**src/rtl/pcx_pkg.sv**
```systemverilog
package pcx_pkg;
  localparam int PCX_AD_W   = 32;
  localparam int PCX_BUS_W  = 8;
  localparam int PCX_DEV_W  = 5;
  localparam int PCX_FN_W   = 3;
  localparam int PCX_REG_W  = 6;
  localparam logic [PCX_AD_W-1:0] PCX_ONES = '1;
  localparam logic [PCX_DEV_W-1:0] PCX_DEV_RSVD = '1;

  typedef enum logic [1:0] {ST_IDLE, ST_ISSUE, ST_WAIT, ST_RESP} pcx_state_e;
  typedef enum logic [1:0] {TGT_NONE, TGT_APORT, TGT_DPORT} pcx_target_e;

  typedef struct packed {
    logic                 en;
    logic [PCX_BUS_W-1:0] bus;
    logic [PCX_DEV_W-1:0] dev;
    logic [PCX_FN_W-1:0]  fn;
    logic [PCX_REG_W-1:0] dreg;
  } pcx_cfgaddr_t;
endpackage

```
**src/rtl/pcx_port_decode.sv**
```systemverilog
module pcx_port_decode
  import pcx_pkg::*;
#(
  parameter int AW = 32,
  parameter logic [AW-1:0] A_BASE = 32'hFEC0_0000,
  parameter int A_LOG2 = 21,
  parameter logic [AW-1:0] D_BASE = 32'hFEE0_0000,
  parameter int D_LOG2 = 20
) (
  input  logic [AW-1:0] addr,
  output pcx_target_e   target
);
  logic a_hit, d_hit;

  assign a_hit = (addr[AW-1:A_LOG2] == A_BASE[AW-1:A_LOG2]);
  assign d_hit = (addr[AW-1:D_LOG2] == D_BASE[AW-1:D_LOG2]);

  always_comb begin
    if (a_hit)      target = TGT_APORT;
    else if (d_hit) target = TGT_DPORT;
    else            target = TGT_NONE;
  end
endmodule

```
**src/rtl/pcx_addr_reg.sv**
```systemverilog
module pcx_addr_reg
  import pcx_pkg::*;
(
  input  logic                clk,
  input  logic                rst_n,
  input  logic                wr_en,
  input  logic [PCX_AD_W-1:0] wdata,
  output pcx_cfgaddr_t        q,
  output logic [PCX_AD_W-1:0] view
);
  always_ff @(posedge clk or negedge rst_n) begin
    if (!rst_n) begin
      q <= '0;
    end else if (wr_en) begin
      q.en   <= wdata[31];
      q.bus  <= wdata[23:16];
      q.dev  <= wdata[15:11];
      q.fn   <= wdata[10:8];
      q.dreg <= wdata[7:2];
    end
  end

  assign view = {q.en, 7'd0, q.bus, q.dev, q.fn, q.dreg, 2'b00};
endmodule

```
**src/rtl/pcx_cycle_former.sv**
```systemverilog
module pcx_cycle_former
  import pcx_pkg::*;
(
  input  pcx_cfgaddr_t         ca,
  input  logic [PCX_BUS_W-1:0] local_bus,
  output logic                 is_type1,
  output logic                 blocked,
  output logic [PCX_AD_W-1:0]  ad
);
  localparam int LOW_W     = PCX_FN_W + PCX_REG_W + 2;
  localparam int NUM_IDSEL = PCX_AD_W - LOW_W;

  logic [NUM_IDSEL-1:0] idsel;
  logic                 no_line;

  for (genvar g = 0; g < NUM_IDSEL; g++) begin : g_idsel
    assign idsel[g] = (ca.dev == PCX_DEV_W'(g));
  end

  assign is_type1 = (ca.bus != local_bus);
  assign no_line  = !is_type1 && (int'(ca.dev) >= NUM_IDSEL);
  assign blocked  = !ca.en || (ca.dev == PCX_DEV_RSVD) || no_line;

  always_comb begin
    if (is_type1)
      ad = {{(PCX_AD_W-PCX_BUS_W-PCX_DEV_W-LOW_W){1'b0}}, ca.bus, ca.dev, ca.fn, ca.dreg, 2'b01};
    else
      ad = {idsel, ca.fn, ca.dreg, 2'b00};
  end
endmodule

```
**src/rtl/pcx_seq.sv**
```systemverilog
module pcx_seq
  import pcx_pkg::*;
(
  input  logic                clk,
  input  logic                rst_n,
  input  logic                cpu_req_valid,
  output logic                cpu_req_ready,
  input  logic                cpu_req_write,
  input  logic [PCX_AD_W-1:0] cpu_req_wdata,
  input  pcx_target_e         target,
  input  logic [PCX_AD_W-1:0] aport_view,
  input  logic                blocked,
  input  logic                is_type1,
  input  logic [PCX_AD_W-1:0] ad,
  output logic                aport_wr,
  output logic                cfg_req_valid,
  input  logic                cfg_req_ready,
  output logic [PCX_AD_W-1:0] cfg_req_ad,
  output logic                cfg_req_type1,
  output logic                cfg_req_write,
  output logic [PCX_AD_W-1:0] cfg_req_wdata,
  input  logic                eng_done,
  input  logic                eng_abort,
  input  logic [PCX_AD_W-1:0] eng_rdata,
  output logic                cpu_rsp_valid,
  input  logic                cpu_rsp_ready,
  output logic [PCX_AD_W-1:0] cpu_rsp_rdata
);
  pcx_state_e          state;
  logic                accept;
  logic [PCX_AD_W-1:0] ad_q, wdata_q, rsp_q;
  logic                type1_q, write_q;

  assign accept        = cpu_req_valid && (state == ST_IDLE);
  assign cpu_req_ready = (state == ST_IDLE);
  assign aport_wr      = accept && (target == TGT_APORT) && cpu_req_write;
  assign cfg_req_valid = (state == ST_ISSUE);
  assign cpu_rsp_valid = (state == ST_RESP);
  assign cfg_req_ad    = ad_q;
  assign cfg_req_type1 = type1_q;
  assign cfg_req_write = write_q;
  assign cfg_req_wdata = wdata_q;
  assign cpu_rsp_rdata = rsp_q;

  always_ff @(posedge clk or negedge rst_n) begin
    if (!rst_n) begin
      state   <= ST_IDLE;
      ad_q    <= '0;
      wdata_q <= '0;
      rsp_q   <= '0;
      type1_q <= 1'b0;
      write_q <= 1'b0;
    end else begin
      case (state)
        ST_IDLE: if (accept) begin
          write_q <= cpu_req_write;
          unique case (target)
            TGT_APORT: begin
              rsp_q <= cpu_req_write ? '0 : aport_view;
              state <= ST_RESP;
            end
            TGT_DPORT: begin
              if (blocked) begin
                rsp_q <= cpu_req_write ? '0 : PCX_ONES;
                state <= ST_RESP;
              end else begin
                ad_q    <= ad;
                type1_q <= is_type1;
                wdata_q <= cpu_req_wdata;
                state   <= ST_ISSUE;
              end
            end
            default: begin
              rsp_q <= '0;
              state <= ST_RESP;
            end
          endcase
        end
        ST_ISSUE: if (cfg_req_ready) state <= ST_WAIT;
        ST_WAIT: if (eng_done) begin
          if (write_q)        rsp_q <= '0;
          else if (eng_abort) rsp_q <= PCX_ONES;
          else                rsp_q <= eng_rdata;
          state <= ST_RESP;
        end
        default: if (cpu_rsp_ready) state <= ST_IDLE;
      endcase
    end
  end

  // a request to the engine only starts from a processor access just taken
  a_r9_issue_from_accept: assert property (@(posedge clk) disable iff (!rst_n)
    $rose(cfg_req_valid) |-> $past(cpu_req_valid));
  // never a completion and an engine request at once
  a_r9_single_flight: assert property (@(posedge clk) disable iff (!rst_n)
    cfg_req_valid |-> !cpu_rsp_valid && !cpu_req_ready);
  // engine request held under back-pressure
  a_r10_cfg_hold: assert property (@(posedge clk) disable iff (!rst_n)
    cfg_req_valid && !cfg_req_ready |=> cfg_req_valid && $stable(cfg_req_ad)
      && $stable(cfg_req_write) && $stable(cfg_req_wdata) && $stable(cfg_req_type1));
  // completion held under back-pressure
  a_r10_rsp_hold: assert property (@(posedge clk) disable iff (!rst_n)
    cpu_rsp_valid && !cpu_rsp_ready |=> cpu_rsp_valid && $stable(cpu_rsp_rdata));
  // master-aborted read returns all ones
  a_r7_abort_ones: assert property (@(posedge clk) disable iff (!rst_n)
    (state == ST_WAIT) && eng_done && eng_abort && !cfg_req_write
      |=> cpu_rsp_valid && (cpu_rsp_rdata == PCX_ONES));
  // type 0 AD word form
  a_r4_type0_form: assert property (@(posedge clk) disable iff (!rst_n)
    cfg_req_valid && !cfg_req_type1 |-> (cfg_req_ad[1:0] == 2'b00)
      && ($countones(cfg_req_ad[PCX_AD_W-1:11]) == 1));
  // type 1 AD word form
  a_r5_type1_form: assert property (@(posedge clk) disable iff (!rst_n)
    cfg_req_valid && cfg_req_type1 |-> (cfg_req_ad[1:0] == 2'b01)
      && (cfg_req_ad[PCX_AD_W-1:24] == '0));
endmodule

```
**src/rtl/pci_cfg_xlator.sv**
```systemverilog
module pci_cfg_xlator
  import pcx_pkg::*;
#(
  parameter logic [31:0] APORT_BASE      = 32'hFEC0_0000,
  parameter int          APORT_SPAN_LOG2 = 21,
  parameter logic [31:0] DPORT_BASE      = 32'hFEE0_0000,
  parameter int          DPORT_SPAN_LOG2 = 20
) (
  input  logic        clk,
  input  logic        rst_n,
  input  logic [7:0]  local_bus,
  input  logic        cpu_req_valid,
  output logic        cpu_req_ready,
  input  logic [31:0] cpu_req_addr,
  input  logic        cpu_req_write,
  input  logic [31:0] cpu_req_wdata,
  output logic        cpu_rsp_valid,
  input  logic        cpu_rsp_ready,
  output logic [31:0] cpu_rsp_rdata,
  output logic        cfg_req_valid,
  input  logic        cfg_req_ready,
  output logic [31:0] cfg_req_ad,
  output logic        cfg_req_type1,
  output logic        cfg_req_write,
  output logic [31:0] cfg_req_wdata,
  input  logic        eng_done,
  input  logic        eng_abort,
  input  logic [31:0] eng_rdata
);
  pcx_target_e         tgt;
  pcx_cfgaddr_t        ca;
  logic [PCX_AD_W-1:0] aview, ad;
  logic                aport_wr, blocked, is_type1;

  pcx_port_decode #(
    .AW(PCX_AD_W), .A_BASE(APORT_BASE), .A_LOG2(APORT_SPAN_LOG2),
    .D_BASE(DPORT_BASE), .D_LOG2(DPORT_SPAN_LOG2)
  ) u_decode (
    .addr(cpu_req_addr), .target(tgt)
  );

  pcx_addr_reg u_areg (
    .clk(clk), .rst_n(rst_n), .wr_en(aport_wr), .wdata(cpu_req_wdata),
    .q(ca), .view(aview)
  );

  pcx_cycle_former u_form (
    .ca(ca), .local_bus(local_bus), .is_type1(is_type1),
    .blocked(blocked), .ad(ad)
  );

  pcx_seq u_seq (
    .clk(clk), .rst_n(rst_n),
    .cpu_req_valid(cpu_req_valid), .cpu_req_ready(cpu_req_ready),
    .cpu_req_write(cpu_req_write), .cpu_req_wdata(cpu_req_wdata),
    .target(tgt), .aport_view(aview), .blocked(blocked),
    .is_type1(is_type1), .ad(ad), .aport_wr(aport_wr),
    .cfg_req_valid(cfg_req_valid), .cfg_req_ready(cfg_req_ready),
    .cfg_req_ad(cfg_req_ad), .cfg_req_type1(cfg_req_type1),
    .cfg_req_write(cfg_req_write), .cfg_req_wdata(cfg_req_wdata),
    .eng_done(eng_done), .eng_abort(eng_abort), .eng_rdata(eng_rdata),
    .cpu_rsp_valid(cpu_rsp_valid), .cpu_rsp_ready(cpu_rsp_ready),
    .cpu_rsp_rdata(cpu_rsp_rdata)
  );

  // enable clear means an immediate completion and no engine request
  a_r2_disabled: assert property (@(posedge clk) disable iff (!rst_n)
    cpu_req_valid && cpu_req_ready && (tgt == TGT_DPORT) && !ca.en
      |=> !cfg_req_valid && cpu_rsp_valid
        && (cpu_rsp_rdata == ($past(cpu_req_write) ? '0 : PCX_ONES)));
  // reserved device number means no engine request
  a_r3_dev_reserved: assert property (@(posedge clk) disable iff (!rst_n)
    cpu_req_valid && cpu_req_ready && (tgt == TGT_DPORT) && (ca.dev == PCX_DEV_RSVD)
      |=> !cfg_req_valid && cpu_rsp_valid);
  // address port readback has its reserved bits clear
  a_r1_readback: assert property (@(posedge clk) disable iff (!rst_n)
    cpu_req_valid && cpu_req_ready && (tgt == TGT_APORT) && !cpu_req_write
      |=> cpu_rsp_valid && (cpu_rsp_rdata[30:24] == '0) && (cpu_rsp_rdata[1:0] == '0));
  // a miss on both windows completes with zero
  a_r11_outside: assert property (@(posedge clk) disable iff (!rst_n)
    cpu_req_valid && cpu_req_ready && (tgt == TGT_NONE)
      |=> cpu_rsp_valid && !cfg_req_valid && (cpu_rsp_rdata == '0));
endmodule

```
**config.mk**
```make
export PLATFORM = sky130hd
export DESIGN_NAME = pci_cfg_xlator
export DESIGN_NICKNAME = d
export VERILOG_FILES = /design/src/rtl/pcx_pkg.sv /design/src/rtl/pcx_port_decode.sv /design/src/rtl/pcx_addr_reg.sv /design/src/rtl/pcx_cycle_former.sv /design/src/rtl/pcx_seq.sv /design/src/rtl/pci_cfg_xlator.sv
export SDC_FILE = /design/constraint.sdc
export NUM_CORES = 1
export LEC_CHECK = 0
export BUFFER_PORTS_ARGS = -buffer_cell sky130_fd_sc_hd__buf_2
export CAP_MARGIN = 15
export CORE_ASPECT_RATIO = 0.7
export CORE_MARGIN = 2
export CORE_UTILIZATION = 25
export CTS_BUF_LIST = sky130_fd_sc_hd__clkbuf_16
export CTS_CLUSTER_DIAMETER = 30
export DETAILED_ROUTE_END_ITERATION = 8
export GPL_TIMING_DRIVEN = 0
export HOLD_SLACK_MARGIN = 0.08
export PLACE_DENSITY = 0.45
export SYNTH_ARGS = -nofsm -noshare
export SYNTH_HDL_FRONTEND = slang
export SYNTH_HIERARCHICAL = 1
export SYNTH_SLANG_ARGS = --single-unit
```
**constraint.sdc**
```tcl
create_clock -name clk -period 2.85 [get_ports clk]
set_input_delay 0 -clock clk [delete_from_list [all_inputs] [get_ports clk]]
set_output_delay 0 -clock clk [all_outputs]
set_load 0.05 [all_outputs]
```
---- Word-level counts from Yosys, hierarchy flattened ----
Index checks and enable logic that the tools add are counted.
word-level totals
  latch bits .............................. 0
  word-level logic and storage cells ...... 81
  register bits ........................... 123
  bits in read-only memories .............. 0
  RAM bits ................................ 0
  input bits .............................. 112
  memories ................................ 0
  output and inout bits ................... 101
cells by class
  multiply operators ...................... 0
  reductions and logical operators ........ 16
  add/sub/neg operators ................... 0
  bitwise logic cells ..................... 1
  $lt $le $gt $ge ......................... 1
  muxes and demuxes ....................... 19
  eq/ne operators ......................... 33
  shifts and indexed selects .............. 0
  div/mod/pow operators ................... 0
operator list
  operator                                              number
  2-to-1 mux 32 bit                                     8
  case mux 32 bit (2 select lines)                      2
  equality test 5 x 4 -> 1 bit (second input constant)  8
  equality test 5 bit (second input constant)           6
  equality test 5 x 3 -> 1 bit (second input constant)  4
  2-to-1 mux 2 bit                                      8
  equality test 12 bit (second input constant)          1
  AND reduction 4 bit                                   3
  equality test 11 bit (second input constant)          1
  equality test 5 x 2 -> 1 bit (second input constant)  2
  != test 8 bit                                         1
  equality test 2 bit (second input constant)           3
  case mux 2 bit (3 select lines)                       1
  equality test 5 x 1 -> 1 bit (second input constant)  1
  >= comparator 5 bit (second input constant)           1
  zero test 5 bit                                       1
  equality test 2 x 1 -> 1 bit (second input constant)  2
  logical AND 1 bit                                     4
  != test 2 x 1 -> 1 bit (second input constant)        2
  nonzero test 4 bit                                    1
  != test 3 bit (second input constant)                 1
  zero test 1 bit                                       2
  zero test 2 bit                                       1
  logical OR 1 bit                                      2
  4 further kinds                                       4

---- Depth between registers and ports, before layout ----
  depth in word-level cells ............... 8
  mapped depth ............................ 10
  mapped depth without buffers ............ 8

---- Hierarchy ----
Netlist, hierarchy kept.
by module, submodules not included
  module            area each (um2)  cells an instance  times used
  pcx_seq           4757.1           356                1
  pcx_addr_reg      1101.1           81                 1
  pcx_cycle_former  583.1            87                 1
  pcx_port_decode   51.3             8                  1

---- Least setup slack after synthesis ----
OpenSTA, ideal clock, no wires.
  kind .................................... flip-flop to flip-flop
  from .................................... register u_areg/q[16] (netlist name)
  to ...................................... register u_seq.rsp_q[5], in the netlist u_seq/cpu_rsp_rdata[5]
  library setup time ...................... 125 ps
  path slack .............................. 599 ps
  clock period less this slack ............ 2251 ps
  buffers on the path ..................... 2
  stages on the path, launching flop included .. 11
  data arrival time ....................... 2127 ps
  path through ............................ dfrtp_1 -> xnor2_1 -> nand4_1 -> nor2_1 -> buf_4 -> a31o_2 -> nand2b_1 -> a21oi_1 -> nor2_1 -> buf_6 -> mux2_2
on the way
  cells in the longest elaborated chain, start to end .. 6
ends and longest elaborated chain
  item                                  RTL line                source
  from (decl)                           pcx_addr_reg.sv:8       output pcx_cfgaddr_t q,
  != test 8 bit                         pcx_cycle_former.sv:20  assign is_type1 = (ca.bus != local_bus);
  zero test 1 bit                       pcx_cycle_former.sv:21  assign no_line = !is_type1 && (int'(ca.dev) >= NUM_IDSEL);
  logical AND 1 bit                     pcx_cycle_former.sv:21
  logical OR 1 bit                      pcx_cycle_former.sv:22  assign blocked = !ca.en || (ca.dev == PCX_DEV_RSVD) || no_line;
  net blocked                           pci_cfg_xlator.sv:33    logic aport_wr, blocked, is_type1;
  != test 3 bit (no source line)        n/a
  AND reduction 4 bit (no source line)  n/a
  to (signal assigned)                  pcx_seq.sv:59           rsp_q <= cpu_req_write ? '0 : aport_view;
  to (signal assigned)                  pcx_seq.sv:64           rsp_q <= cpu_req_write ? '0 : PCX_ONES;
  to (signal assigned)                  pcx_seq.sv:83           else rsp_q <= eng_rdata;
  to (decl)                             pcx_seq.sv:31           logic [PCX_AD_W-1:0] ad_q, wdata_q, rsp_q;
The timed path passes the listed nets, and every way through them passes these cells.
A chain may end at the register's enable or synchronous reset.

---- Worst setup path in the final report ----
  from .................................... register u_areg/q[19] (netlist name)
  to ...................................... register u_seq.wdata_q[7], in the netlist u_seq/cfg_req_wdata[7]
on the way
  cells in the longest elaborated chain, start to end .. 6
ends and longest elaborated chain
  item                                  RTL line                source
  != test 8 bit                         pcx_cycle_former.sv:20
  zero test 1 bit                       pcx_cycle_former.sv:21
  logical AND 1 bit                     pcx_cycle_former.sv:21
  logical OR 1 bit                      pcx_cycle_former.sv:22
  net blocked                           pci_cfg_xlator.sv:33
  NOT 1 bit (no source line)            n/a
  AND reduction 4 bit (no source line)  n/a
  to (signal assigned)                  pcx_seq.sv:69           wdata_q <= cpu_req_wdata;
  to (decl)                             pcx_seq.sv:31
The timed path passes the listed nets, and every way through them passes these cells.

==> reports/results.txt <==
Initial antenna violation count - 2
Crit path launch type - flop
Clock Skews - 0.0125 ns
Worst R2R Path Depth - 10
Gpl congestion - 0.775
CP max-delay cell - dfrtp_1
Vias in the first global route - 5147
Seq cells post-synth - 123
Total CTS buffers - 17
Final setup viols - 0
Post-layout nets - 945
Post-synth ARST share - 100%
Site row count - 49
Global route hottest layer - met1
CP endpoint kind - flop
Routed vias/inst - 4.34
Sequential element share of the synthesized area - 47.4%
Via count - 5069
Final Hold Fails - 0
Reg2Reg Setup Slack - 0.25 ns
CTS tree - yes
Worst-path cell chain - xnor2_1 -> nand4_1 -> nor2_1 -> buf_4 -> a31o_2 -> nand2b_1 -> or2_1 -> buf_6 -> buf_12 -> mux2_4
First-pass DRT Iterations - 4
Gr usage total - 14.6%
Antenna Nets Post-Route - 0
Remaining Overflow, GRT - 0
GRT met1 Usage - 21.8%
Max VDD drop - 0.000408 V
Synth Flop Type - dfrtp_1
CP Class - flop to flop
Port bufs - 192
Distinct cells, synth - 39
DRC - 0
Reg-to-Reg End - u_seq/cfg_req_wdata[7]$_DFFE_PN0P_
P per Cell Area - 636 nW/um2
Clock Latency Late Sink - 0.43 ns
Initial Utilization - 25.3%
Global-route wire length before repair - 30100 um
Final Cycle Share - 91.2%
Outcome - complete, no violations
Minimum clock period - 2.60 ns
Largest delay share family, worst path - simple AND/OR/NAND/NOR gates
Warnings from Yosys - 6
# diodes - 0
Hold WC Path Type - primary input to asynchronous set/reset pin
Dpl hpwl - 14500 um
Grt met2 use - 19.8%
Syn_area_per_cell - 12.2 um2
Pin count of the biggest net entering global routing - 89
Die area - 27300 um2
Post-synth EDFFs - 0
Routed WL - 19400 um
Max-Cap Viols - 0
Sink Count - 123
Final Max Slew Viols - 0
H-tree depth - 4
Sum Neg Setup Slack - 0 ns
Worst-case clock buffer depth - 2
Most frequent cells in the layout - buf_2, dfrtp_1, dlygate4sd3_1
Fin util - 36.2%
Core ar. - 25600 um2
Crit path buf inv count - 3
CP Data Arrival Time - 2.90 ns
DR WL/cell - 16.6 um
Met3 GRT Util - 4.84%
Die Y - 139 um
Placed cell area - 7930 um2
Commonest non-fill, non-tap cell in the layout - buf_2
Max-slew headroom - 46.3%
CP peak stage delay - 0.46 ns
Clock slew at reported path FFs - 0.06 ns
Leak - 0.00490 uW
CP Max Fanout - 10
Initial DRC count - 266
Post-route cell area - 9280 um2
RSZ-0062 raised after global routing - false
Fillers - 2595
Post-synthesis cell count - 532
Die X - 197 um
Synth Cell Area - 6490 um2
FMAX - 385 MHz
I/O Pins - 213
Layout cell share with drive strength beyond 1 - 48.1%
Reg-to-reg startpoint - u_areg/q[19]$_DFFE_PN0P_
Critical Path RT - 3.15 ns
Clock root buffer - clkbuf_16
Layout area overhead - 42.9%
Worst slew pin tran - 0.795 ns
## timing repair
action / CTS / global route
hold endpoints to repair: 213 / 0
resized for setup: 0 / 2
setup endpoints to repair: 0 / 30
hold buffers: 72 / 0
buffers inserted: 0 / 0
## synthesized netlist by cell type, drive strengths merged (3+ instances only)
master	instances	share of area (%)
mux2	126	25
dfrtp	123	47
buf	69	9.1
nor2	41	2.4
a21oi	35	2.7
o22ai	32	3.1
clkbuf	14	0.81
o21ai	12	0.93
ha	9	1.7
inv	9	0.52
o41ai	8	1.1
xnor2	8	1.1
nand2	6	0.35
nand2b	6	0.58
nor4	6	0.58
nor3	4	0.31
nand3	3	0.23
## sequential cells by signal, summed over array words and instances (netlist names)
register / count
u_seq/cfg_req_type1: 1
u_areg/q: 23
u_seq/cfg_req_wdata: 32
u_seq/cfg_req_ad: 32
u_seq/state: 2
u_seq/cpu_rsp_rdata: 32
u_seq/cfg_req_write: 1
## cell families after synthesis
logic type               after synthesis  synth area share, %
AO/OA/AOI/OAI                         90                 8.19
XOR/XNOR                               8                 1.08
buffers and inverters                 92                 10.4
other                                  2                0.116
flip-flops                           123                 47.4
multiplexers                         126                 24.7
adder cells (fa/ha/maj)                9                 1.73
AND/OR/NAND/NOR                       82                 6.28
## final cells by class
type,instances,area [um2],share of cell area [%]
clock inverters,15,181,1.96
well taps,331,414,4.46
inverters,9,33.8,0.364
multi-input cells,325,2770,29.9
plain buffers,83,644,6.95
clock buffers,17,425,4.59
repair buffers,265,1730,18.6
flip-flops and latches,123,3080,33.2
## worst register-to-register path: cells and delay by family, from the launching register on
family	cells	cell delay, ns
simple gates	4	0.68
buf+inv	3	0.67
flops	1	0.46
mux	1	0.31
compound gates	1	0.19
xor+xnor	1	0.16
## report_power, final
group | switching (uW) | total, uW | internal (uW)
registers | 71.5 | 1950 | 1870
clock network | 822 | 2270 | 1440
logic | 1050 | 1690 | 640
## how the worst max path moves through the flow
stage	startpoint	end	slack (ns)	cells past startpoint
detailed placement	cpu_req_addr[24]	u_areg/q[7]$_DFFE_PN0P_	-0.17	11
floorplan	u_areg/q[16]$_DFFE_PN0P_	u_seq/cpu_rsp_rdata[5]$_DFFE_PN0P_	0.60	10
finish	u_areg/q[19]$_DFFE_PN0P_	u_seq/cfg_req_wdata[7]$_DFFE_PN0P_	0.25	10
CTS	u_areg/q[19]$_DFFE_PN0P_	u_seq/cpu_rsp_rdata[22]$_DFFE_PN0P_	0.01	10
global placement	cpu_req_addr[24]	u_areg/q[7]$_DFFE_PN0P_	-0.16	11
global route	u_areg/q[18]$_DFFE_PN0P_	u_seq/cfg_req_wdata[11]$_DFFE_PN0P_	0.04	10
## through the flow
| stage | hold slack (ns) | power, uW | cells | worst slack (ns) |
|---|---|---|---|---|
| 2_1_floorplan | -0.296 | 3130 | 540 | 0.599 |
| 3_3_place_gp | 0.233 | 3560 | 1063 | -0.165 |
| 3_5_place_dp | -0.0715 | 3580 | 1064 | -0.168 |
| 4_1_cts | 0.0890 | 5980 | 1168 | 0.0110 |
| 5_1_grt | 0.113 | 6210 | 1168 | 0.0434 |
| 6_report | 0.0982 | 5900 | 1168 | 0.250 |
## layer usage
metal	part of all wire [%]	up-vias
li1	-	2450
met1	52	2443
met2	41	163
met3	6.7	13
met4	0.90	0
met5	0	-
No activity file was read; power rests on OpenSTA's default activity.
